[src/rtl/tcp_rxn_pkg.sv]
package tcp_rxn_pkg;

    typedef enum logic [1:0] {
        ST_IDLE = 2'd0,
        ST_REQ  = 2'd1,
        ST_META = 2'd2,
        ST_DATA = 2'd3
    } rxn_state_e;

endpackage

[src/rtl/rxn_keep_count.sv]
// Population count of a byte keep mask, built as a generated adder chain.
module rxn_keep_count #(
    parameter int KEEP_W = 8,
    parameter int CNT_W  = $clog2(KEEP_W + 1)
) (
    input  logic [KEEP_W-1:0] keep,
    output logic [CNT_W-1:0]  count
);

    logic [CNT_W-1:0] partial [KEEP_W+1];

    assign partial[0] = '0;

    for (genvar i = 0; i < KEEP_W; i++) begin : g_sum
        assign partial[i+1] = partial[i] + CNT_W'(keep[i]);
    end

    assign count = partial[KEEP_W];

endmodule

[src/rtl/rxn_len_check.sv]
// Accumulates delivered bytes and raises a sticky error on a length or session mismatch.
module rxn_len_check #(
    parameter int LEN_W = 16,
    parameter int CNT_W = 4
) (
    input  logic             clk,
    input  logic             rst_n,
    input  logic             beat_fire,
    input  logic             beat_last,
    input  logic [CNT_W-1:0] beat_bytes,
    input  logic [LEN_W-1:0] want_len,
    input  logic             meta_fire,
    input  logic             meta_bad,
    output logic             err_flag
);

    localparam int ACC_W = LEN_W + 1;

    logic [ACC_W-1:0] acc_q;
    logic [ACC_W-1:0] acc_next;
    logic             len_bad;

    assign acc_next = acc_q + ACC_W'(beat_bytes);
    assign len_bad  = beat_fire && beat_last && (acc_next != ACC_W'(want_len));

    always_ff @(posedge clk) begin
        if (!rst_n) begin
            acc_q <= '0;
        end else if (beat_fire) begin
            acc_q <= beat_last ? '0 : acc_next;
        end
    end

    always_ff @(posedge clk) begin
        if (!rst_n) begin
            err_flag <= 1'b0;
        end else if (len_bad || (meta_fire && meta_bad)) begin
            err_flag <= 1'b1;
        end
    end

endmodule

[src/rtl/tcp_rx_notify_client.sv]
module tcp_rx_notify_client
    import tcp_rxn_pkg::*;
#(
    parameter int DATA_W = 64,
    parameter int SID_W  = 16,
    parameter int LEN_W  = 16
) (
    input  logic                clk,
    input  logic                rst_n,
    input  logic                notif_valid,
    output logic                notif_ready,
    input  logic [SID_W-1:0]    notif_session,
    input  logic [LEN_W-1:0]    notif_length,
    input  logic                notif_closed,
    output logic                req_valid,
    input  logic                req_ready,
    output logic [SID_W-1:0]    req_session,
    output logic [LEN_W-1:0]    req_length,
    input  logic                meta_valid,
    output logic                meta_ready,
    input  logic [SID_W-1:0]    meta_session,
    input  logic                rd_valid,
    output logic                rd_ready,
    input  logic [DATA_W-1:0]   rd_data,
    input  logic [DATA_W/8-1:0] rd_keep,
    input  logic                rd_last,
    output logic                snk_valid,
    input  logic                snk_ready,
    output logic [DATA_W-1:0]   snk_data,
    output logic [DATA_W/8-1:0] snk_keep,
    output logic                snk_last,
    output logic [SID_W-1:0]    snk_session,
    output logic                closed_pulse,
    output logic [SID_W-1:0]    closed_session,
    output logic                err_flag
);

    localparam int KEEP_W = DATA_W / 8;
    localparam int CNT_W  = $clog2(KEEP_W + 1);

    rxn_state_e       state_q, state_d;
    logic [SID_W-1:0] sid_q;
    logic [LEN_W-1:0] len_q;
    logic             notif_fire, notif_is_data;
    logic             meta_fire, beat_fire;
    logic [CNT_W-1:0] beat_bytes;

    assign notif_fire    = notif_valid && notif_ready;
    assign notif_is_data = !notif_closed && (notif_length != '0);
    assign meta_fire     = meta_valid && meta_ready;
    assign beat_fire     = rd_valid && rd_ready;

    // State register
    always_ff @(posedge clk) begin
        if (!rst_n) begin
            state_q <= ST_IDLE;
        end else begin
            state_q <= state_d;
        end
    end

    // Transitions
    always_comb begin
        state_d = state_q;
        unique case (state_q)
            ST_IDLE: if (notif_fire && notif_is_data)   state_d = ST_REQ;
            ST_REQ:  if (req_ready)                     state_d = ST_META;
            ST_META: if (meta_valid)                    state_d = ST_DATA;
            ST_DATA: if (beat_fire && rd_last)          state_d = ST_IDLE;
            default:                                    state_d = ST_IDLE;
        endcase
    end

    // Outputs
    always_comb begin
        notif_ready = 1'b0;
        req_valid   = 1'b0;
        meta_ready  = 1'b0;
        rd_ready    = 1'b0;
        snk_valid   = 1'b0;
        unique case (state_q)
            ST_IDLE: notif_ready = 1'b1;
            ST_REQ:  req_valid   = 1'b1;
            ST_META: meta_ready  = 1'b1;
            ST_DATA: begin
                rd_ready  = snk_ready;
                snk_valid = rd_valid;
            end
            default: ;
        endcase
    end

    assign req_session = sid_q;
    assign req_length  = len_q;
    assign snk_data    = rd_data;
    assign snk_keep    = rd_keep;
    assign snk_last    = rd_last;
    assign snk_session = sid_q;

    // Captured request context
    always_ff @(posedge clk) begin
        if (!rst_n) begin
            sid_q <= '0;
            len_q <= '0;
        end else if (notif_fire && notif_is_data) begin
            sid_q <= notif_session;
            len_q <= notif_length;
        end
    end

    // Session-closed indication
    always_ff @(posedge clk) begin
        if (!rst_n) begin
            closed_pulse   <= 1'b0;
            closed_session <= '0;
        end else begin
            closed_pulse <= notif_fire && !notif_is_data;
            if (notif_fire && !notif_is_data) begin
                closed_session <= notif_session;
            end
        end
    end

    rxn_keep_count #(
        .KEEP_W (KEEP_W),
        .CNT_W  (CNT_W)
    ) u_keep_count (
        .keep  (rd_keep),
        .count (beat_bytes)
    );

    rxn_len_check #(
        .LEN_W (LEN_W),
        .CNT_W (CNT_W)
    ) u_len_check (
        .clk        (clk),
        .rst_n      (rst_n),
        .beat_fire  (beat_fire),
        .beat_last  (rd_last),
        .beat_bytes (beat_bytes),
        .want_len   (len_q),
        .meta_fire  (meta_fire),
        .meta_bad   (meta_session != sid_q),
        .err_flag   (err_flag)
    );

endmodule

[config.mk]
export PLATFORM = sky130hd
export DESIGN_NAME = tcp_rx_notify_client
export DESIGN_NICKNAME = d
export VERILOG_FILES = /design/src/rtl/tcp_rxn_pkg.sv /design/src/rtl/rxn_keep_count.sv /design/src/rtl/rxn_len_check.sv /design/src/rtl/tcp_rx_notify_client.sv
export SDC_FILE = /design/constraint.sdc
export NUM_CORES = 1
export LEC_CHECK = 0
export ABC_AREA = 1
export ABC_CLOCK_PERIOD_IN_PS = 3600
export BUFFER_PORTS_ARGS = -buffer_cell sky130_fd_sc_hd__buf_2
export CAP_MARGIN = 5
export CORE_ASPECT_RATIO = 0.6
export CORE_MARGIN = 1.5
export CORE_UTILIZATION = 35
export DETAILED_ROUTE_END_ITERATION = 16
export PLACE_DENSITY_LB_ADDON = 0.2
export SKIP_LAST_GASP = 1
export SYNTH_ARGS = -nofsm -noshare
export SYNTH_HDL_FRONTEND = slang
export SYNTH_SLANG_ARGS = --single-unit
export TNS_END_PERCENT = 5
[constraint.sdc]
create_clock -name clk -period 3.6 [get_ports clk]
set_clock_uncertainty 0.05 [all_clocks]
set_input_delay 0 -clock clk [delete_from_list [all_inputs] [get_ports clk]]
set_output_delay 0 -clock clk [all_outputs]
set_load 0.01 [all_outputs]
; ---- Word-level counts from Yosys, hierarchy flattened
; Index checks and enable logic that the tools add are counted.
[op_classes]
add_sub_neg = 8
eq_ne = 9
muxes = 11
n_reduce_logical = 15
[ops]
columns = operator, count
row1 = 4-bit by 1-bit adder with 4-bit output, 6
row2 = 17-bit by 4-bit adder with 17-bit output, 1
row3 = 17-bit two-way mux, 1
row4 = 17-bit by 16-bit inequality test with 1-bit output, 1
row5 = 16-bit inequality test, 1
row6 = 16-bit nonzero test, 1
row7 = 1-bit logical AND, 9
row8 = 2-bit two-way mux, 4
row9 = "2-bit inequality test, second input constant", 4
row10 = 2-bit one-hot mux with 4 select lines, 1
row11 = 1-bit two-way mux, 5
row12 = "2-bit equality test, second input constant", 2
row13 = 4-bit AND reduction, 1
row14 = 1-bit by 1-bit adder with 2-bit output, 1
row15 = "2-bit by 1-bit equality test with 1-bit output, second input constant", 1
row16 = 1-bit zero test, 2
row17 = 2-bit zero test, 1
row18 = 1-bit logical OR, 1
[word_totals]
register_bits = 69

; ---- Depth between registers and ports, before layout
[depth]
ltp_word = 11
mapped_depth = 23
mapped_depth_nobuf = 23

; ---- Hierarchy
; A second synthesis with hierarchy kept.
[unflattened]
cells_unflattened = 709
area_unflattened_um2 = 4941.0
[by_module_without_submodules]
columns = module, instances, cells_each, area_each_um2
row1 = tcp_rx_notify_client, 1, 375, 2986.6
row2 = rxn_len_check, 1, 305, 1752.9
row3 = rxn_keep_count, 1, 29, 201.4

; ---- Worst setup path after synthesis
; Ideal clock, no wire load.
[synth_path]
path_type = input-to-reg
from = input rd_keep[2]
to = register u_len_check.err_flag
arrival_time_ns = 3.266
setup_slack_ns = 0.165
stages = 18
n_path_buf = 0
path_cell_list = inv_1 > fa_1 > fa_1 > fa_1 > fa_1 > fa_1 > inv_1 > nand3_1 > nand2_1 > nand3_1 > nand3_1 > nand2_1 > nor2_1 > nand3_1 > nor2_1 > nand3_1 > nand2_1 > a21oi_1
[synth_via]
elab_chain_len = 10
[synth_lines]
columns = element, line
row1 = from (decl), tcp_rx_notify_client.sv:25  ; input logic [DATA_W/8-1:0] rd_keep,
row2 = 4-bit by 1-bit adder with 4-bit output (6 in a row), rxn_keep_count.sv:15  ; assign partial[i+1] = partial[i] + CNT_W'(keep[i]);
row3 = 17-bit by 4-bit adder with 17-bit output, rxn_len_check.sv:23  ; assign acc_next = acc_q + ACC_W'(beat_bytes);
row4 = 17-bit by 16-bit inequality test with 1-bit output, rxn_len_check.sv:24  ; assign len_bad = beat_fire && beat_last && (acc_next != ACC_W'(want_len));
row5 = 1-bit logical AND, rxn_len_check.sv:24
row6 = 1-bit logical OR, rxn_len_check.sv:37  ; end else if (len_bad || (meta_fire && meta_bad)) begin
row7 = to (signal assigned), rxn_len_check.sv:36  ; err_flag <= 1'b0;
row8 = to (signal assigned), rxn_len_check.sv:38  ; err_flag <= 1'b1;
row9 = to (decl), rxn_len_check.sv:14  ; output logic err_flag
; No other way between the ends.
; A chain may end at the register's enable or synchronous reset.

; ---- Final worst setup path
[layout_path]
from = input rd_keep[5]
to = register u_len_check.err_flag
[layout_via]
elab_chain_len = 7
[layout_lines]
columns = element, line
row1 = 4-bit by 1-bit adder with 4-bit output (3 in a row), rxn_keep_count.sv:15
row2 = 17-bit by 4-bit adder with 17-bit output, rxn_len_check.sv:23
row3 = 17-bit by 16-bit inequality test with 1-bit output, rxn_len_check.sv:24
row4 = 1-bit logical AND, rxn_len_check.sv:24
row5 = 1-bit logical OR, rxn_len_check.sv:37
; No other way between the ends.

==> impl_metrics.tcl <==
set metrics [dict create \
    outcome "finished clean" \
    seq_area_frac_synth_pct 30.7 \
    grt_use_total_pct 20.3 \
    fin_setup_tns_ns 0 \
    hold_class "in2reg" \
    dpl.hpwl_um 10200 \
    wl_per_cell_um 14.8 \
    grt_overflow 0 \
    crit_type "in2reg" \
    critical_path.top_delay_family "adder cells" \
    drt_first_pass_iters 5 \
    reg2reg_depth 8 \
    grt_pass1_wl_um 21700 \
    die_y_um 90.8 \
    hold_viol_final 0 \
    p_leak_uw 0.00288 \
    diodes 0 \
    syn_area_per_cell_um2 6.85 \
    syn2layout_area_growth_pct 39.8 \
    portBuffers 144 \
    crit_path_max_incr_delay_ns 0.55 \
    p_per_area_nw_per_um2 433 \
    fin_nets 961 \
    layout_common_cells "buf_2 (144), nand2_1 (127), dlygate4sd3_1 (94)" \
    dpl_cell_area_um2 4800 \
    numCtsBuffers 9 \
    path_max_fanout 7 \
    core_area_um2 12300 \
    h-tree-depth 3 \
    drtAntennaViolNets 0 \
    fmax_mhz 287 \
    worstSetupEndpointType "register" \
    period_share_pct 96.9 \
    cp_common_cell "nand2_2" \
    maxCapViolCount 0 \
    core.rowCount 31 \
    place.gp.congestion 0.905 \
    dp_cells 874 \
    required_ns 3.74 \
    crit_cells 23 \
    fin_cells 985 \
    antenna_found_initial 0 \
    yosysWarnings 0 \
    cts_max_path_buffers 2 \
    irDropWorstVdd_mv 0.384 \
    tightest_slew_ns 0.780 \
    design_area_um2 6290 \
    wirelength_um 14600 \
    period_needed_ns 3.49 \
    syn-num-nets 803 \
    crit_path_start_kind "input pin" \
    cp_num_buf_inv 3 \
    clock_sinks 69 \
    grt_pass1_vias 4259 \
    synth_cells 657 \
    drt_iter0_drc 307 \
    mostFrequentLayoutCell "buf_2" \
    cp.arrival_ns 3.63 \
    drc 0 \
    synth_cell_types 30 \
    slew_headroom_pct 47.9 \
    clk_pin_slew_worst_paths_ns 0.06 \
    maxSlewViolCount 0 \
    die_w_um 149 \
    crit_path_top_delay_cell "fa_1" \
    routed_via_density 4.75 \
    crit_chain "buf_2 > inv_1 > fa_1 > fa_1 > fa_2 > fa_2 > xnor2_4 > ha_4 > nand2_2 > nand2_2 > inv_2 > nand2_4 > nand2_4 > nand2_8 > nand2_2 > nand3_2 > nand2_2 > nor2_1 > nand2_1 > nor2_1 > nand3_2 > nand2_1 > a21oi_1" \
    ys_seq_elements 69 \
    drive_gt1_share_pct 27.8 \
    grt_max_degree 37 \
    die-area_um2 13600 \
    whs_path_depth 3 \
    setup_viol 0 \
    via_count 4680 \
    start_util_pct 36.6 \
    clock_latency_ns 0.33 \
    num_io_pins 273 \
    syn-cell-area_um2 4500 \
    root_buffer "clkbuf_16" \
    tritoncts "done" \
]
-- tightest hold or removal path, delay by kind of cell --
| family | cells | cell delay, ns |
|---|---|---|
| AO/OA/AOI/OAI | 2 | 0.26 |
| buffers and inverters | 1 | 0.09 |
-- layer usage --
metal | global-route usage, % | routed length, µm | vias up
met1 | 30.1 | 7130 | 2149
met5 | 0 | 0 | -
met3 | 4.24 | 862 | 15
li1 | - | - | 2335
met2 | 30.3 | 6490 | 181
met4 | 3.05 | 100 | 0
-- worst paths after layout --
kind	from	endpoint	slack (ns)
setup reg to reg	state_q[1]	req_session[10]	1.15
setup / recovery	rd_keep[5]	u_len_check.err_flag	0.11
hold / removal	notif_length[9]	req_length[9]	0.006
hold reg to reg	u_len_check.acc_q[0]	u_len_check.acc_q[0]	0.42
-- cells in the mapped netlist, drive strengths merged --
cell type  number  share of area, %
o21ai          36               4.0
nand2         147                12
nand4           9               1.3
or2             2              0.28
xnor2          16               3.1
clkinv          2              0.17
nand3b          3              0.50
a21o            1              0.17
inv            64               5.3
dfxtp          69                31
nor2           61               5.4
buf            94                15
a31oi           1              0.14
clkbuf         11              0.92
xnor3           1              0.50
o22ai           1              0.14
ha             12               3.3
and3            1              0.14
xor2            3              0.58
a21oi          53               5.9
nor4            5              0.70
fa              5               2.2
nor3            2              0.22
nand3          58               6.6
-- state kept, by name (all words and copies together) (netlist names) --
name,cells
u_len_check.acc_q,17
closed_session,16
req_session,16
closed_pulse,1
u_len_check.err_flag,1
req_length,16
state_q,2
-- power breakdown --
group / switching (µW) / internal, µW
combinational: 527 / 395
sequential: 77.6 / 858
clock: 332 / 536
-- cell type report --
cell class | instances | area (µm²)
Clock buffer | 12 | 236
Clock inverter | 4 | 48.8
Fill cell | 1217 | 6000
Inverter | 66 | 248
Multi-Input combinational cell | 417 | 2400
Sequential cell | 69 | 1380
Tap cell | 165 | 206
Timing Repair Buffer | 252 | 1770
-- kinds of logic after synthesis --
kind of cell               share of synthesized area [%]
adders and majority gates                           5.56
DFF                                                 30.7
and+or+nand+nor                                     27.4
xor gates and xnor gates                            4.20
AOI/OAI and AO/OA                                   10.3
buffers and inverters                               21.8
-- through the flow --
stage               hold slack (ns)  setup WS [ns]  power [µW]  utilization, %
floorplan                    0.0418          0.165        1510               -
global placement            -0.0499         -0.358        1690            39.0
detailed placement          -0.0499         -0.429        1710            39.0
CTS                         0.00357        0.00337        2700            49.1
global route                0.00413        -0.0638        2890            51.2
finish                      0.00611          0.110        2730            51.2
-- repair_timing --
item / in CTS / in global routing
endpoints found under the hold margin: 110 / 0
buffers inserted: 0 / 1
pin swaps: 0 / 28
gates resized for setup: 3 / 57
hold buffers: 94 / 0
endpoints found under the setup margin: 1 / 1
cloned: 0 / 0
No activity file was read; power rests on OpenSTA's default activity.
